**config.mk**
```make
export PLATFORM = sky130hd
export DESIGN_NAME = ramp_init_seq
export DESIGN_NICKNAME = d
export VERILOG_FILES = /design/src/rtl/ris_pkg.sv /design/src/rtl/ris_group_rom.sv /design/src/rtl/ris_poll_timer.sv /design/src/rtl/ris_bus_drive.sv /design/src/rtl/ramp_init_seq.sv
export SDC_FILE = /design/constraint.sdc
export NUM_CORES = 1
export LEC_CHECK = 0
export ABC_AREA = 1
export BUFFER_PORTS_ARGS = -buffer_cell sky130_fd_sc_hd__buf_2
export CAP_MARGIN = 10
export CELL_PAD_IN_SITES_DETAIL_PLACEMENT = 0
export CELL_PAD_IN_SITES_GLOBAL_PLACEMENT = 1
export CORE_MARGIN = 5
export CORE_UTILIZATION = 41
export CTS_CLUSTER_DIAMETER = 200
export DETAILED_ROUTE_END_ITERATION = 10
export GPL_TIMING_DRIVEN = 0
export PLACE_DENSITY_LB_ADDON = 0.12
export SETUP_SLACK_MARGIN = 0.5
export SYNTH_ARGS = -nofsm -noshare
export SYNTH_HDL_FRONTEND = slang
export SYNTH_SLANG_ARGS = --single-unit
```
**constraint.sdc**
```tcl
create_clock -name clk -period 4.5 [get_ports clk]
set_input_delay 0.675 -clock clk [delete_from_list [all_inputs] [get_ports clk]]
set_output_delay 0.675 -clock clk [all_outputs]
set_load 0.02 [all_outputs]
```
**src/rtl/ris_pkg.sv**
```systemverilog
package ris_pkg;

   typedef enum logic [3:0] {
      ST_IDLE,
      ST_CMD_RD,
      ST_CMD_WR,
      ST_CMD_POLL,
      ST_DATA_WR,
      ST_SLOT_RD,
      ST_SLOT_WR,
      ST_FIRE_RD,
      ST_FIRE_WR,
      ST_ACK_POLL,
      ST_CLR_WR,
      ST_CLR_POLL,
      ST_GRP_END
   } st_e;

   typedef enum logic [1:0] {
      FAIL_NONE  = 2'd0,
      FAIL_READY = 2'd1,
      FAIL_ACK   = 2'd2,
      FAIL_CLEAR = 2'd3
   } fail_e;

   typedef struct packed {
      logic [3:0] base_slot;
      logic [3:0] n_words;
      logic [7:0] first_addr;
      logic [3:0] word0;
   } grp_t;

   localparam int          GRP_W     = 3;
   localparam logic [2:0]  GRP_FIRST = 3'd0;
   localparam logic [2:0]  GRP_LAST  = 3'd5;
   localparam logic [2:0]  GRP_OFF   = 3'd6;
   localparam logic [31:0] ROOT_BIT  = 32'h0000_0002;
   localparam logic [31:0] FIRE_BIT  = 32'h0000_0100;

endpackage

```
**src/rtl/ris_group_rom.sv**
```systemverilog
module ris_group_rom
   import ris_pkg::*;
(
   input  logic [GRP_W-1:0] grp_i,
   input  logic [3:0]       word_i,
   output grp_t             desc_o,
   output logic [31:0]      word_o
);

   always_comb begin
      unique case (grp_i)
         3'd0:    desc_o = '{base_slot: 4'd6,  n_words: 4'd3, first_addr: 8'h30, word0: 4'd0};
         3'd1:    desc_o = '{base_slot: 4'd14, n_words: 4'd8, first_addr: 8'h10, word0: 4'd3};
         3'd2:    desc_o = '{base_slot: 4'd3,  n_words: 4'd1, first_addr: 8'h40, word0: 4'd11};
         3'd3:    desc_o = '{base_slot: 4'd2,  n_words: 4'd1, first_addr: 8'h50, word0: 4'd12};
         3'd4:    desc_o = '{base_slot: 4'd2,  n_words: 4'd1, first_addr: 8'h50, word0: 4'd13};
         3'd5:    desc_o = '{base_slot: 4'd2,  n_words: 4'd1, first_addr: 8'h50, word0: 4'd14};
         default: desc_o = '{base_slot: 4'd2,  n_words: 4'd1, first_addr: 8'h50, word0: 4'd15};
      endcase
   end

   always_comb begin
      unique case (word_i)
         4'd0:    word_o = 32'h0A51_3C07;
         4'd1:    word_o = 32'h0B62_4D18;
         4'd2:    word_o = 32'h0C73_5E29;
         4'd3:    word_o = 32'h2F00_0001;
         4'd4:    word_o = 32'h2E00_0103;
         4'd5:    word_o = 32'h2D00_0207;
         4'd6:    word_o = 32'h2C00_030F;
         4'd7:    word_o = 32'h2B00_041F;
         4'd8:    word_o = 32'h2A00_053F;
         4'd9:    word_o = 32'h2900_067F;
         4'd10:   word_o = 32'h2800_07FF;
         4'd11:   word_o = 32'h0003_C5A1;
         4'd12:   word_o = 32'h0000_0800;
         4'd13:   word_o = 32'h0000_0C00;
         4'd14:   word_o = 32'h0000_0400;
         default: word_o = 32'h0000_0000;
      endcase
   end

endmodule

```
**src/rtl/ris_poll_timer.sv**
```systemverilog
module ris_poll_timer #(
   parameter int LIMIT = 62500
) (
   input  logic clk,
   input  logic rst_n,
   input  logic run,
   output logic expired
);

   generate
      if (LIMIT < 0) begin : g_bad_limit
         $error("ris_poll_timer: LIMIT must not be negative");
      end

      if (LIMIT == 0) begin : g_unbounded
         logic unused_in;
         assign unused_in = ^{clk, rst_n, run};
         assign expired   = 1'b0;
      end else begin : g_bounded
         localparam int CW = $clog2(LIMIT + 1);
         localparam logic [CW-1:0] CAP = CW'(LIMIT);
         logic [CW-1:0] cnt;

         always_ff @(posedge clk or negedge rst_n) begin
            if (!rst_n)          cnt <= '0;
            else if (!run)       cnt <= '0;
            else if (cnt != CAP) cnt <= cnt + 1'b1;
         end

         assign expired = (cnt == CAP);
      end
   endgenerate

endmodule

```
**src/rtl/ris_bus_drive.sv**
```systemverilog
module ris_bus_drive
   import ris_pkg::*;
#(
   parameter int ADDR_W = 12
) (
   input  st_e               st,
   input  logic [ADDR_W-1:0] cmd_addr,
   input  logic [ADDR_W-1:0] cfg_addr,
   input  logic [ADDR_W-1:0] word_addr,
   input  logic [31:0]       word_val,
   input  logic [31:0]       rd_q,
   input  logic [3:0]        slot,
   output logic              req,
   output logic              we,
   output logic [ADDR_W-1:0] addr,
   output logic [31:0]       wdata
);

   always_comb begin
      req   = 1'b1;
      we    = 1'b0;
      addr  = cfg_addr;
      wdata = '0;
      unique case (st)
         ST_CMD_RD, ST_CMD_POLL: addr = cmd_addr;
         ST_CMD_WR: begin
            we    = 1'b1;
            addr  = cmd_addr;
            wdata = rd_q | ROOT_BIT;
         end
         ST_DATA_WR: begin
            we    = 1'b1;
            addr  = word_addr;
            wdata = word_val;
         end
         ST_SLOT_RD, ST_FIRE_RD, ST_ACK_POLL, ST_CLR_POLL: ;
         ST_SLOT_WR: begin
            we    = 1'b1;
            wdata = rd_q | {28'd0, slot};
         end
         ST_FIRE_WR: begin
            we    = 1'b1;
            wdata = rd_q | FIRE_BIT;
         end
         ST_CLR_WR: we = 1'b1;
         default: begin
            req  = 1'b0;
            addr = '0;
         end
      endcase
   end

endmodule

```
**src/rtl/ramp_init_seq.sv**
```systemverilog
module ramp_init_seq
   import ris_pkg::*;
#(
   parameter int                ADDR_W     = 12,
   parameter int                CLK_MHZ    = 125,
   parameter int                TIMEOUT_US = 500,
   parameter logic [ADDR_W-1:0] CMD_ADDR   = '0,
   parameter logic [ADDR_W-1:0] CFG_OFS    = ADDR_W'(12'h060)
) (
   input  logic              clk,
   input  logic              rst_n,
   input  logic              init_req,
   input  logic              dis_req,
   output logic              bus_req,
   output logic              bus_we,
   output logic [ADDR_W-1:0] bus_addr,
   output logic [31:0]       bus_wdata,
   input  logic [31:0]       bus_rdata,
   input  logic              bus_ready,
   output logic              busy,
   output logic              done,
   output logic              err,
   output logic [1:0]        err_code
);

   localparam int TO_CYC = CLK_MHZ * TIMEOUT_US;

   generate
      if (ADDR_W < 8) begin : g_bad_addr
         $error("ramp_init_seq: ADDR_W must be at least 8");
      end
      if (CLK_MHZ < 1) begin : g_bad_clk
         $error("ramp_init_seq: CLK_MHZ must be positive");
      end
      if (TIMEOUT_US < 0) begin : g_bad_to
         $error("ramp_init_seq: TIMEOUT_US must not be negative");
      end
   endgenerate

   st_e              st;
   logic [GRP_W-1:0] grp, grp_end;
   logic [3:0]       widx, jdx;
   logic [31:0]      rd_q;
   logic             done_q;
   fail_e            fail_q;

   grp_t              gd;
   logic [31:0]       wval;
   logic [3:0]        slot;
   logic [15:0]       ack_mask;
   logic              xfer, in_poll, expired, last_word, last_slot;
   logic [ADDR_W-1:0] word_addr, cfg_addr;

   ris_group_rom u_rom (
      .grp_i  (grp),
      .word_i (gd.word0 + widx),
      .desc_o (gd),
      .word_o (wval)
   );

   ris_poll_timer #(.LIMIT(TO_CYC)) u_tmr (
      .clk     (clk),
      .rst_n   (rst_n),
      .run     (in_poll),
      .expired (expired)
   );

   assign cfg_addr  = CMD_ADDR + CFG_OFS;
   assign word_addr = CMD_ADDR + ADDR_W'(gd.first_addr) + ADDR_W'({widx, 2'b00});
   assign slot      = gd.base_slot - jdx;
   assign ack_mask  = 16'd1 << slot;
   assign last_word = (widx == gd.n_words - 4'd1);
   assign last_slot = (jdx == gd.n_words - 4'd1);
   assign xfer      = bus_req & bus_ready;
   assign in_poll   = (st == ST_CMD_POLL) || (st == ST_ACK_POLL) || (st == ST_CLR_POLL);

   ris_bus_drive #(.ADDR_W(ADDR_W)) u_drv (
      .st        (st),
      .cmd_addr  (CMD_ADDR),
      .cfg_addr  (cfg_addr),
      .word_addr (word_addr),
      .word_val  (wval),
      .rd_q      (rd_q),
      .slot      (slot),
      .req       (bus_req),
      .we        (bus_we),
      .addr      (bus_addr),
      .wdata     (bus_wdata)
   );

   always_ff @(posedge clk or negedge rst_n) begin
      if (!rst_n) begin
         st      <= ST_IDLE;
         grp     <= GRP_FIRST;
         grp_end <= GRP_LAST;
         widx    <= '0;
         jdx     <= '0;
         rd_q    <= '0;
         done_q  <= 1'b0;
         fail_q  <= FAIL_NONE;
      end else begin
         unique case (st)
            ST_IDLE: begin
               if (fail_q == FAIL_NONE) begin
                  if (init_req) begin
                     grp     <= GRP_FIRST;
                     grp_end <= GRP_LAST;
                     done_q  <= 1'b0;
                     st      <= ST_CMD_RD;
                  end else if (dis_req) begin
                     grp     <= GRP_OFF;
                     grp_end <= GRP_OFF;
                     done_q  <= 1'b0;
                     st      <= ST_CMD_RD;
                  end
               end
            end
            ST_CMD_RD: if (xfer) begin
               rd_q <= bus_rdata;
               st   <= ST_CMD_WR;
            end
            ST_CMD_WR: if (xfer) st <= ST_CMD_POLL;
            ST_CMD_POLL: if (xfer) begin
               if (!bus_rdata[0]) begin
                  widx <= '0;
                  st   <= ST_DATA_WR;
               end else if (expired) begin
                  fail_q <= FAIL_READY;
                  st     <= ST_IDLE;
               end
            end
            ST_DATA_WR: if (xfer) begin
               if (last_word) begin
                  jdx <= '0;
                  st  <= ST_SLOT_RD;
               end else begin
                  widx <= widx + 4'd1;
               end
            end
            ST_SLOT_RD: if (xfer) begin
               rd_q <= bus_rdata;
               st   <= ST_SLOT_WR;
            end
            ST_SLOT_WR: if (xfer) st <= ST_FIRE_RD;
            ST_FIRE_RD: if (xfer) begin
               rd_q <= bus_rdata;
               st   <= ST_FIRE_WR;
            end
            ST_FIRE_WR: if (xfer) st <= ST_ACK_POLL;
            ST_ACK_POLL: if (xfer) begin
               if ((bus_rdata[31:16] & ack_mask) != 16'd0) begin
                  st <= ST_CLR_WR;
               end else if (expired) begin
                  fail_q <= FAIL_ACK;
                  st     <= ST_IDLE;
               end
            end
            ST_CLR_WR: if (xfer) st <= ST_CLR_POLL;
            ST_CLR_POLL: if (xfer) begin
               if (bus_rdata[31:16] == 16'd0) begin
                  if (last_slot) begin
                     st <= ST_GRP_END;
                  end else begin
                     jdx <= jdx + 4'd1;
                     st  <= ST_SLOT_RD;
                  end
               end else if (expired) begin
                  fail_q <= FAIL_CLEAR;
                  st     <= ST_IDLE;
               end
            end
            ST_GRP_END: begin
               if (grp == grp_end) begin
                  done_q <= 1'b1;
                  st     <= ST_IDLE;
               end else begin
                  grp <= grp + 1'b1;
                  st  <= ST_CMD_RD;
               end
            end
            default: st <= ST_IDLE;
         endcase
      end
   end

   assign busy     = (st != ST_IDLE);
   assign done     = done_q;
   assign err      = (fail_q != FAIL_NONE);
   assign err_code = fail_q;

endmodule

```
After elaboration in Yosys (flattened, before gate mapping)
Memory sizes are Yosys's and may differ from the RTL's.
Index checks and enable logic that the tools add are counted.
- flip-flop bits (word level): 69
- bits in read-only memories: 416
- input bits: 37
- output and inout port bits: 51
- word-level logic and storage cells: 158
- memories kept: 1
- $add $sub $neg: 8
- equality and inequality tests: 49
- shift operators: 1
- muxes and demuxes: 61
- bitwise logic cells: 3
- reduce and logical (&&, ||, !) cells: 26
- memories (memory ; depth ; bits a word ; read ports ; clocked after Yosys merged registers in ; wr ports ; line ; RTL):
    (name not given) ; 16 ; 26 ; 1 ; 0 ; 0 ; ris_group_rom.sv:23 ; unique case (word_i)
- operator list (cell ; number):
    $pmux W32 S4 ; 1
    $pmux W20 S6 ; 1
    $mux W4 ; 29
    $pmux W4 S13 ; 1
    $ne A2 B2 Y1 const B ; 25
    $mux W16 ; 2
    $or A32 B4 Y32 ; 1
    $eq A4 B4 Y1 const B ; 5
    $mux W2 ; 9
    $pmux W9 S2 ; 1
    $add A16 B1 Y16 const B ; 1
    $and A16 B16 Y16 ; 1
    $eq A16 B16 Y1 const B ; 1
    $eq A4 B3 Y1 const B ; 4
    $logic_not A16 Y1 ; 1
    $ne A16 B16 Y1 const B ; 1
    $pmux W4 S2 ; 2
    $reduce_bool A16 Y1 ; 1
    $shl A1 B4 Y16 const A ; 1
    $mux W3 ; 5
    $reduce_and A14 Y1 ; 1
    $reduce_or A11 Y1 ; 1
    $reduce_and A10 Y1 ; 1
    $reduce_bool A2 Y1 ; 5
    34 further kinds ; 47

Logic depth before layout (Yosys ltp)
Gate-level depths: netlist of the first run.
- word-level depth: 9
- depth in mapped cells: 20
- mapped depth without buffers: 20

Cells and area by module
From an unflattened synthesis of the first run, not the netlist that was laid out.
- cells, all modules: 884
- area, all modules: 5914.4 um2
- modules (own cells, without submodules) (module ; times used ; cells an instance ; area each (um2) ; seq. area each (um2)):
    ramp_init_seq ; 1 ; 424 ; 3379.5 ; 1302.5
    ris_poll_timer ; 1 ; 147 ; 1009.7 ; 400.4
    ris_bus_drive ; 1 ; 195 ; 884.6 ; 0.0
    ris_group_rom ; 1 ; 118 ; 640.6 ; 0.0

Worst setup path after synthesis of the first run
No wires, ideal clock.
- path type: register to output
- start: reg grp[0]
- end: out bus_wdata[1]
- arrival time: 3.171 ns
- data required time: 3.825 ns
- setup slack: 0.654 ns
- stages on the path, launching flop included: 16
- path buffers: 0
- cell sequence: dfrtp_1 -> ha_1 -> ha_1 -> inv_1 -> nand2_2 -> inv_2 -> nand2_1 -> o2111ai_1 -> ha_1 -> inv_1 -> fa_1 -> inv_1 -> ha_1 -> o21ai_0 -> nand2_1 -> o21ai_0
- cells in the longest elaborated chain, start to end: 5
- elaborated cells between the ends (all ways): 12
- classes of those cells: add/sub: 2; eq/ne: 5; mux: 2; bitwise: 1; reduce/logical: 1; memory: 1
- ends and longest elaborated chain (item ; line ; RTL):
    from (decl) ; ramp_init_seq.sv:41 ; logic [GRP_W-1:0] grp, grp_end;
    from (signal assigned) ; ramp_init_seq.sv:177 ; grp <= grp + 1'b1;
    $eq A3 B3 Y1 (tied with other cells) ; ris_group_rom.sv:11 ; unique case (grp_i)
    $pmux W20 S6 * ; ris_group_rom.sv:11 ;
    $add A4 B4 Y4 or $sub A4 B4 Y4 (tied branches) ; ramp_init_seq.sv:56, ramp_init_seq.sv:70 ;
    $mem_v2 Z16 W26 or $or A32 B4 Y32 (tied branches) ; -- ;
    $pmux W32 S4 * ; ris_bus_drive.sv:24 ; unique case (st)
    to (decl) ; ramp_init_seq.sv:17 ; output logic [31:0] bus_wdata,
Mark *: on every way between the ends. The rest lies on a longest branch, timed or not.

Worst setup path after layout of the first run
- start: reg grp[1]
- end: out bus_wdata[24]
- cells in the longest elaborated chain, start to end: 5
- elaborated cells between the ends (all ways): 10
- classes of those cells: add/sub: 1; eq/ne: 5; mux: 2; reduce/logical: 1; memory: 1
- ends and longest elaborated chain (item ; line ; RTL):
    $eq A3 B3 Y1 (tied with other cells) ; ris_group_rom.sv:11 ;
    $pmux W20 S6 * ; ris_group_rom.sv:11 ;
    $add A4 B4 Y4 * ; ramp_init_seq.sv:56 ; .word_i (gd.word0 + widx),
    $mem_v2 Z16 W26 * ; -- ;
    $pmux W32 S4 * ; ris_bus_drive.sv:24 ;
Marked as above.

==> flow_metrics.tcl, run 1 <==
set metrics [dict create \
    ff_latch_area_um2 1700 \
    syn-cell-area_um2 5110 \
    fin_skew_ns 0.00409 \
    critical_path.startpoint "grp[1]$_DFFE_PN0P_" \
    drive_gt1_share_pct 26.4 \
    ys_ff_latch 68 \
    critPathCapture "bus_wdata[24]" \
    numCtsBuffers 9 \
    yosysTopAreaCell "dfrtp_1" \
    final.setup.tns_ns 0 \
    p_leak_uw 0.00335 \
    slew_headroom_pct 55.9 \
    r2r_slack_ns 1.74 \
    cap_viol_max_count 0 \
    async_reset_ff_share_pct 100 \
    power.total_uw 1470 \
    rsz0062_at_grt "true" \
    synthTopCellsByCount "187 x nand2_1, 97 x inv_1, 67 x dfrtp_1" \
    synthTopCellsByArea "dfrtp_1 33%, nand2_1 14%, inv_1 7.1%" \
    detailed_place_hpwl_um 11200 \
    finalCriticalPeriod_ns 3.85 \
    grt_pass1_vias 4738 \
    synth_cell_types 45 \
    clock_path_buffers 2 \
    post_drt_wl_per_cell_um 14.8 \
    initial_core_util_pct 42.2 \
    die_x_um 122 \
    multi_input_area_um2 3020 \
    syn_to_final_growth_pct 25.3 \
    finalCritPeriodShare_pct 85.5 \
    synth_cells 716 \
    clkTransAtPathRegs_ns 0.06 \
    final_nets 890 \
    setup_viol 0 \
    startpoint_type "register" \
    peakVddDrop_v 0.000190 \
    nFillCells 1261 \
    synthFlopType "dfrtp_1" \
    die_area_um2 14800 \
    synth_top_area_share_pct 32.8 \
    drt-initial-drc-count 388 \
    h-tree-depth 3 \
    cts_tree "done" \
    worstReg2RegEnd "err_code[0]$_DFFE_PN0P_" \
    r2r_start "grp[1]$_DFFE_PN0P_" \
    core.rowCount 40 \
    drc 0 \
    status "completed" \
    core_area_um2 12100 \
    end_kind "output port" \
    critPathKind "register to output port" \
    overflow 0 \
    hp-class "input port to async pin" \
    hold_buffers 0 \
    hold_viol 0 \
    io_pins 88 \
    grt_max_degree 65 \
    critPathRequiredTime_ns 3.83 \
    root_buffer "clkbuf_16" \
    ant_nets 0 \
    ys_seq_area_share_pct 33.3 \
    reg2regPathDepth 17 \
    critPathArrivalTime_ns 3.17 \
    yosysMostFrequentCell "nand2_1" \
    cellPowerDensity_nw_per_um2 230 \
    place_congestion 0.909 \
    drt_first_pass_iters 5 \
    synth_area_per_cell_um2 7.14 \
    vias 5039 \
    antenna_found_initial 0 \
    insertion_delay_ns 0.35 \
    io_buffers 81 \
    crit_fanout 10 \
    die_y_um 122 \
    finalWirelength_um 14800 \
    fmax_mhz 260 \
    diodes 0 \
    cts_num_sinks 68 \
    yosys_warnings 0 \
    viasPerCell 5.04 \
    synth-edff-count 0 \
    worst_pin_slew_ns 0.656 \
    grt_use_total_pct 20.1 \
    grt_pass1_wl_um 23800 \
    slew_viol_final 0 \
]
-- per-layer routing --
layer | wire, um | GRT usage (%) | part of all wire, %
met1 | 6760 | 27.0 | 46
met2 | 6950 | 32.1 | 47
met3 | 886 | 5.80 | 6.0
met4 | 204 | 4.41 | 1.4
met5 | 0 | 0 | 0
-- cell type report --
type / count / share of cell area, %
timing repair buffer: 95 / 8.97
buffer: 20 / 2.36
multi-input combinational: 527 / 47.2
sequential: 68 / 26.6
clock inverter: 3 / 1.06
clock buffer: 13 / 4.22
tap: 168 / 3.28
inverter: 106 / 6.33
-- through the flow --
| stage | cells | cell area, um^2 | hold slack, ns | worst slack (ns) | util [%] |
|---|---|---|---|---|---|
| 2_1_floorplan | 721 | 5130 | 0.379 | 0.654 | - |
| 4_1_cts | 993 | 6210 | 0.122 | 0.502 | 51.3 |
| 6_report | 1000 | 6400 | 0.128 | 0.653 | 52.9 |
| 5_1_grt | 1000 | 6400 | 0.124 | 0.464 | 52.9 |
| 3_5_place_dp | 971 | 5770 | 0.476 | 0.317 | 47.7 |
| 3_3_place_gp | 970 | 5740 | 0.470 | 0.318 | 47.4 |
-- worst min-delay path by stage --
stage	startpoint	endpoint	slack [ns]
detailed placement	rd_q[27]$_DFFE_PN0P_	rd_q[27]$_DFFE_PN0P_	0.48
CTS	rst_n	widx[3]$_DFFE_PN0P_	0.12
floorplan	rst_n	done$_DFFE_PN0P_	0.38
global placement	rd_q[27]$_DFFE_PN0P_	rd_q[27]$_DFFE_PN0P_	0.47
global route	rst_n	widx[3]$_DFFE_PN0P_	0.12
finish	rst_n	widx[3]$_DFFE_PN0P_	0.13
-- state kept, by name (all words and copies together) (netlist names) --
register	count
done	1
err_code	2
grp	3
grp_end	2
jdx	4
rd_q	32
st	4
u_tmr.g_bounded.cnt	16
widx	4
-- layout by cell type (no fill, tap or decap), types with 4 or more instances in the layout --
master and instances:
xor2_1 6, nor3_1 12, inv_1 89, o21ai_0 35, conb_1 6, nand3_1 48
nor2_1 58, o211ai_1 6, a21oi_1 24, clkbuf_16 9, nor2_2 4, buf_4 28
o21ai_1 21, inv_2 14, nand2_4 4, nor2_4 7, buf_6 8, nand2_1 184
o21ai_2 8, dfrtp_1 67, nand2_2 14, nand4_1 17, buf_2 75, ha_1 17
ha_2 6, mux2_4 16
-- power breakdown --
part	switching [uW]	internal, uW
registers	0	612
logic	32.8	19.9
clock network	278	531
total	310	1160
-- cell families after synthesis --
kind of cell             Yosys count  synth area share, %
adder cells (fa/ha/maj)           26                 6.66
AO/OA/AOI/OAI                    112                 12.3
other                              1               0.0734
flip-flops                        68                 33.3
buffers and inverters            126                 10.5
XOR/XNOR                           7                 1.20
multiplexers                      16                 4.70
AND/OR/NAND/NOR                  360                 31.2
-- critical path, cell delays in order, from the launching register on --
cell	delay (ns)
dfrtp_1	0.42
ha_2	0.20
ha_2	0.16
inv_2	0.08
nand2_2	0.06
inv_2	0.06
nand2_2	0.05
o2111ai_2	0.07
ha_2	0.21
inv_1	0.05
fa_2	0.34
or2_4	0.26
nand2_4	0.09
inv_4	0.06
buf_8	0.14
o21ai_1	0.13
o21ai_1	0.09
o21ai_1	0.17
buf_4	0.17
-- what timing repair did --
action / CTS / global route
endpoints found under the setup margin: 26 / 25
buffers inserted: 6 / 7
gates resized for setup: 24 / 49
pin swaps: 5 / 11
Power figures use the tool's default switching activity.
==> run 2, diff against run 1 <==
- PLACE_DENSITY_LB_ADDON: 0.12 -> 0.1
==> flow_metrics.tcl, run 2 (synthesis gave the netlist of run 1 again) <==
set metrics [dict create \
    status "completed" \
    post_drt_wl_per_cell_um 15.1 \
    cp_slowest_cell "fa_2" \
    die_x_um 122 \
    insertion_delay_ns 0.34 \
    clock_path_buffers 2 \
    critPathKind "register to output port" \
    switching_share_pct 21.3 \
    regMostFlops "rd_q" \
    io_buffers 81 \
    crit_path_frequent_cell "o21ai_1" \
    critPathRequiredTime_ns 3.83 \
    core_area_um2 12100 \
    slew_headroom_pct 60.7 \
    grt_pass1_wl_um 24000 \
    ant_nets 0 \
    largest_reg_flops 32 \
    hold_viol 0 \
    drc 0 \
    worst_pin_slew_ns 0.585 \
    reg_top3 "rd_q (32), u_tmr.g_bounded.cnt (16)" \
    fin_skew_ns 0.00941 \
    cts_tree "done" \
    vias 5024 \
    drt-met1-wl_um 7040 \
    p_leak_uw 0.00335 \
    detailed_place_hpwl_um 11400 \
    design_area_um2 6380 \
    fmax_mhz 254 \
    core.rowCount 40 \
    final.setup.tns_ns 0 \
    grt_use_total_pct 20.4 \
    root_buffer "clkbuf_16" \
    p_sw_uw 305 \
    setup_viol 0 \
    critPathMaxStageDelay_ns 0.57 \
    diodes 0 \
    final_nets 888 \
    crit_fanout 5 \
    hold_slack_ns 0.141 \
    clkTransAtPathRegs_ns 0.06 \
    clkPwrFrac_pct 53.7 \
    finalCriticalPeriod_ns 3.94 \
    hp-class "input port to async pin" \
    slew_viol_final 0 \
    wl_met2_um 6950 \
    die_area_um2 14800 \
    cts_num_sinks 68 \
    initial_core_util_pct 42.2 \
    drt_first_pass_iters 5 \
    nFillCells 1260 \
    placed_cells 971 \
    grt_max_degree 65 \
    startpoint_type "register" \
    multi_input_area_um2 3030 \
    critPathArrivalTime_ns 3.26 \
    die_y_um 122 \
    pwr-share-comb_pct 3.7 \
    io_pins 88 \
    final_cell_mix "186 x nand2_1, 88 x inv_1, 69 x buf_2, 67 x dfrtp_1, 58 x nor2_1" \
    drt-initial-drc-count 350 \
    drive_gt1_share_pct 25.9 \
    finalCritPeriodShare_pct 87.5 \
    ff_latch_area_um2 1700 \
    fin_util_pct 52.7 \
    intPower_uw 1130 \
    finalNonFillerCells 997 \
    rsz0062_at_grt "false" \
    seq_power_share_pct 42.7 \
    syn_to_final_growth_pct 24.9 \
    cap_viol_max_count 0 \
    hold_buffers 0 \
    viasPerCell 5.04 \
    postPlaceCellArea_um2 5770 \
    overflow 0 \
    place_congestion 0.896 \
    path_cells "ha_2 -> ha_1 -> inv_2 -> nand2_2 -> inv_2 -> nand2_1 -> o2111ai_2 -> ha_2 -> inv_1 -> fa_2 -> buf_6 -> ha_1 -> inv_1 -> o21ai_1 -> o21ai_1 -> o21ai_1 -> buf_4" \
    grt_pass1_vias 4834 \
    routed.top_layer "met4" \
    end_kind "output port" \
    h-tree-depth 3 \
    numCtsBuffers 9 \
    peakVddDrop_v 0.000164 \
    cellPowerDensity_nw_per_um2 225 \
    layout_commonest_cell "nand2_1" \
    antenna_found_initial 0 \
    finalWirelength_um 15100 \
    dr_wl_met3_um 784 \
]
run 2: cell types whose count changed in the layout (fill, tap and decap cells not counted), sizes merged:
cell      previous run  this run
clkbuf              15        13
buf                113       111
clkinv               0         2
clkinvlp             1         0
run 2: final timing paths:
check	start	to	slack (ns)	depth (start not counted)
setup / recovery	grp[1]$_DFFE_PN0P_	bus_wdata[24]	0.56	17
hold / removal	rst_n	widx[2]$_DFFE_PN0P_	0.14	1
setup reg to reg	grp[0]$_DFFE_PN0P_	err_code[0]$_DFFE_PN0P_	1.72	17
hold reg to reg	rd_q[27]$_DFFE_PN0P_	rd_q[27]$_DFFE_PN0P_	0.49	2
max in group asynchronous	rst_n	grp_end[0]$_DFFE_PN1P_	3.80	2
min in group clk	rd_q[27]$_DFFE_PN0P_	rd_q[27]$_DFFE_PN0P_	0.49	2
run 2: area by class of cell:
type / count / share of cell area (%)
buffer: 20 / 2.37
clock buffer: 11 / 3.80
clock inverter: 4 / 1.16
inverter: 106 / 6.35
multi-input combinational: 527 / 47.5
sequential: 68 / 26.7
tap: 168 / 3.29
timing repair buffer: 93 / 8.82
run 2: stage by stage:
| step | power [uW] | setup WS, ns |
|---|---|---|
| after detailed placement | 676 | 0.295 |
| after global placement | 673 | 0.312 |
| after CTS | 1450 | 0.505 |
| final | 1430 | 0.561 |
| after global routing | 1470 | 0.474 |
| after floorplan | 638 | 0.654 |
run 2: per-layer routing:
layer / global-route usage, % / vias up
met3: 3.76 / 24
met4: 7.91 / 0
li1: - / 2531
met1: 27.4 / 2313
met2: 32.6 / 156
met5: 0 / -
run 2: power groups by stage:
stage	combinational (uW)	clock, uW	sequential, uW
detailed placement	53.7	0	623
global placement	50.3	0	623
CTS	53.9	786	612
floorplan	14.9	0	623
finish	52.8	769	612
global route	59.2	804	611
run 2: timing repair:
item | in CTS | in global routing
pin swaps | 5 | 6
gates resized for setup | 29 | 47
setup buffers | 5 | 6
endpoints found under the setup margin | 26 | 25
run 2: worst max-delay path, delay by kind of cell (launching register included):
| kind | cells | cell delay [ns] |
|---|---|---|
| buffers and inverters | 6 | 0.56 |
| AND/OR/NAND/NOR | 2 | 0.14 |
| AO/OA/AOI/OAI | 4 | 0.49 |
| flip-flops | 1 | 0.42 |
| adder cells (fa/ha/maj) | 5 | 1.30 |
==> run 3, diff against run 2 <==
- CELL_PAD_IN_SITES_DETAIL_PLACEMENT: 0 -> 1
- CELL_PAD_IN_SITES_GLOBAL_PLACEMENT: 1 -> 2
- CORE_UTILIZATION: 41 -> 32
- CTS_CLUSTER_SIZE: not set -> 30
- SETUP_SLACK_MARGIN: 0.5 -> 0.3
==> flow_metrics.tcl, run 3 (synthesis gave the netlist of run 1 again) <==
set metrics [dict create \
    overflow 0 \
    worstReg2RegEnd "err_code[0]$_DFFE_PN0P_" \
    final.setup.tns_ns 0 \
    grt_max_degree 65 \
    place_congestion 0.855 \
    core.rowCount 46 \
    core_area_um2 15800 \
    viasPerCell 4.86 \
    startpoint_type "register" \
    postPlaceCellArea_um2 5830 \
    syn_to_final_growth_pct 24.9 \
    hold_viol 0 \
    peakVddDrop_v 0.000176 \
    die_area_um2 18600 \
    layout_commonest_cell "nand2_1" \
    insertion_delay_ns 0.35 \
    critPathKind "register to output port" \
    final_nets 889 \
    vias 5089 \
    finalWirelength_um 17400 \
    initial_core_util_pct 32.4 \
    critPathArrivalTime_ns 3.41 \
    fmax_mhz 245 \
    crit_fanout 6 \
    grt_pass1_vias 5362 \
    post_drt_wl_per_cell_um 16.6 \
    detailed_place_hpwl_um 13400 \
    cellPowerDensity_nw_per_um2 218 \
    hp-class "input port to async pin" \
    drive_gt1_share_pct 24.7 \
    clkTransAtPathRegs_ns 0.06 \
    numCtsBuffers 9 \
    drt-initial-drc-count 197 \
    rsz0062_at_grt "false" \
    status "completed" \
    grt_pass1_wl_um 27800 \
    finalWorstSetupSlack_ns 0.416 \
    clock_path_buffers 2 \
    critPathRequiredTime_ns 3.83 \
    root_buffer "clkbuf_16" \
    slew_headroom_pct 58.5 \
    drt_first_pass_iters 4 \
    ant_nets 0 \
    end_kind "output port" \
    h-tree-depth 3 \
    finalCritPeriodShare_pct 90.7 \
    reg_top3 "rd_q (32), u_tmr.g_bounded.cnt (16)" \
    diodes 0 \
    antenna_found_initial 0 \
    cts_num_sinks 68 \
    r2r_slack_ns 1.63 \
    r2r_start "grp[1]$_DFFE_PN0P_" \
    regMostFlops "rd_q" \
    die_x_um 136 \
    cts_tree "done" \
    drc 0 \
    worst_pin_slew_ns 0.618 \
    p_leak_uw 0.00329 \
    cap_viol_max_count 0 \
    largest_reg_flops 32 \
    die_y_um 136 \
    io_buffers 81 \
    grt_use_total_pct 19.1 \
    setup_viol 0 \
    io_pins 88 \
    fin_util_pct 40.5 \
    fin_skew_ns 0.00957 \
    reg2regPathDepth 18 \
    dpl_worst_slack_ns 0.122 \
    critical_path.startpoint "grp[1]$_DFFE_PN0P_" \
    final_cell_mix "186 x nand2_1, 93 x inv_1, 79 x buf_2, 67 x dfrtp_1, 59 x nor2_1" \
    hold_buffers 0 \
    finalCriticalPeriod_ns 4.08 \
    slew_viol_final 0 \
    design_area_um2 6380 \
]
run 3: changes by cell type in the layout (fill, tap and decap cells not counted), moves of 2 or more:
cell	change
nand3_1	+2
o21ai_2	-4
inv_4	-2
clkinvlp_4	+4
o21ai_1	+4
buf_2	+10
nor2_2	-2
nand3_2	-2
buf_4	-8
inv_1	+5
inv_2	-5
run 3: per-stage QoR:
step | hold slack, ns | total power [uW] | cells
final | 0.134 | 1390 | 1047
after global routing | 0.129 | 1460 | 1047
after CTS | 0.124 | 1420 | 1042
after detailed placement | 0.484 | 678 | 1019
after global placement | 0.473 | 675 | 1018
after floorplan | 0.379 | 638 | 721
run 3: critical path, cell delays in order (launching register included):
cell and delay [ns]:
dfrtp_1 0.37, buf_4 0.14, clkinvlp_4 0.13, ha_4 0.21
nor2_4 0.12, nand2_2 0.07, o2111ai_2 0.07, ha_2 0.22
inv_1 0.05, fa_2 0.33, or2_4 0.26, nand2_4 0.08
clkinvlp_4 0.20, o21ai_4 0.21, nand2_1 0.16, o21ai_1 0.21
buf_2 0.20
run 3: worst max path at each step:
stage / depth (start not counted) / endpoint / slack (ns)
final: 16 / bus_wdata[1] / 0.42
after global routing: 16 / bus_wdata[1] / 0.26
after CTS: 18 / bus_wdata[24] / 0.36
after detailed placement: 16 / bus_wdata[1] / 0.12
after global placement: 16 / bus_wdata[1] / 0.21
after floorplan: 15 / bus_wdata[1] / 0.65
run 3: power breakdown:
| part | leakage, uW | internal, uW | switching [uW] | total [uW] |
|---|---|---|---|---|
| Sequential | 0.000916 | 611 | 0 | 611 |
| Combinational | 0.00223 | 19.9 | 33.9 | 53.8 |
| Clock | 0.000139 | 429 | 296 | 725 |
run 3: cell type report:
cell class / instances / area [um^2]
Multi-Input combinational cell: 527 / 3020
Timing Repair Buffer: 94 / 542
Sequential cell: 68 / 1700
Clock buffer: 10 / 229
Clock inverter: 6 / 63.8
Fill cell: 2076 / 9390
Tap cell: 216 / 270
Inverter: 106 / 408
Buffer: 20 / 151
run 3: metal layers:
metal  vias to the layer above  wire length, um  track usage [%]
met4                         0              211             4.20
met2                        89             8380             32.4
li1                       2532                -                -
met1                      2452             8070             25.0
met3                        16              764             4.03
met5                         -                0                0
run 3: repair_timing:
item                                    in CTS  in global routing
cloned                                       1                  0
pin swaps                                    3                  3
resized for setup                           20                 33
buffers inserted                             6                  5
endpoints found under the setup margin      25                 25
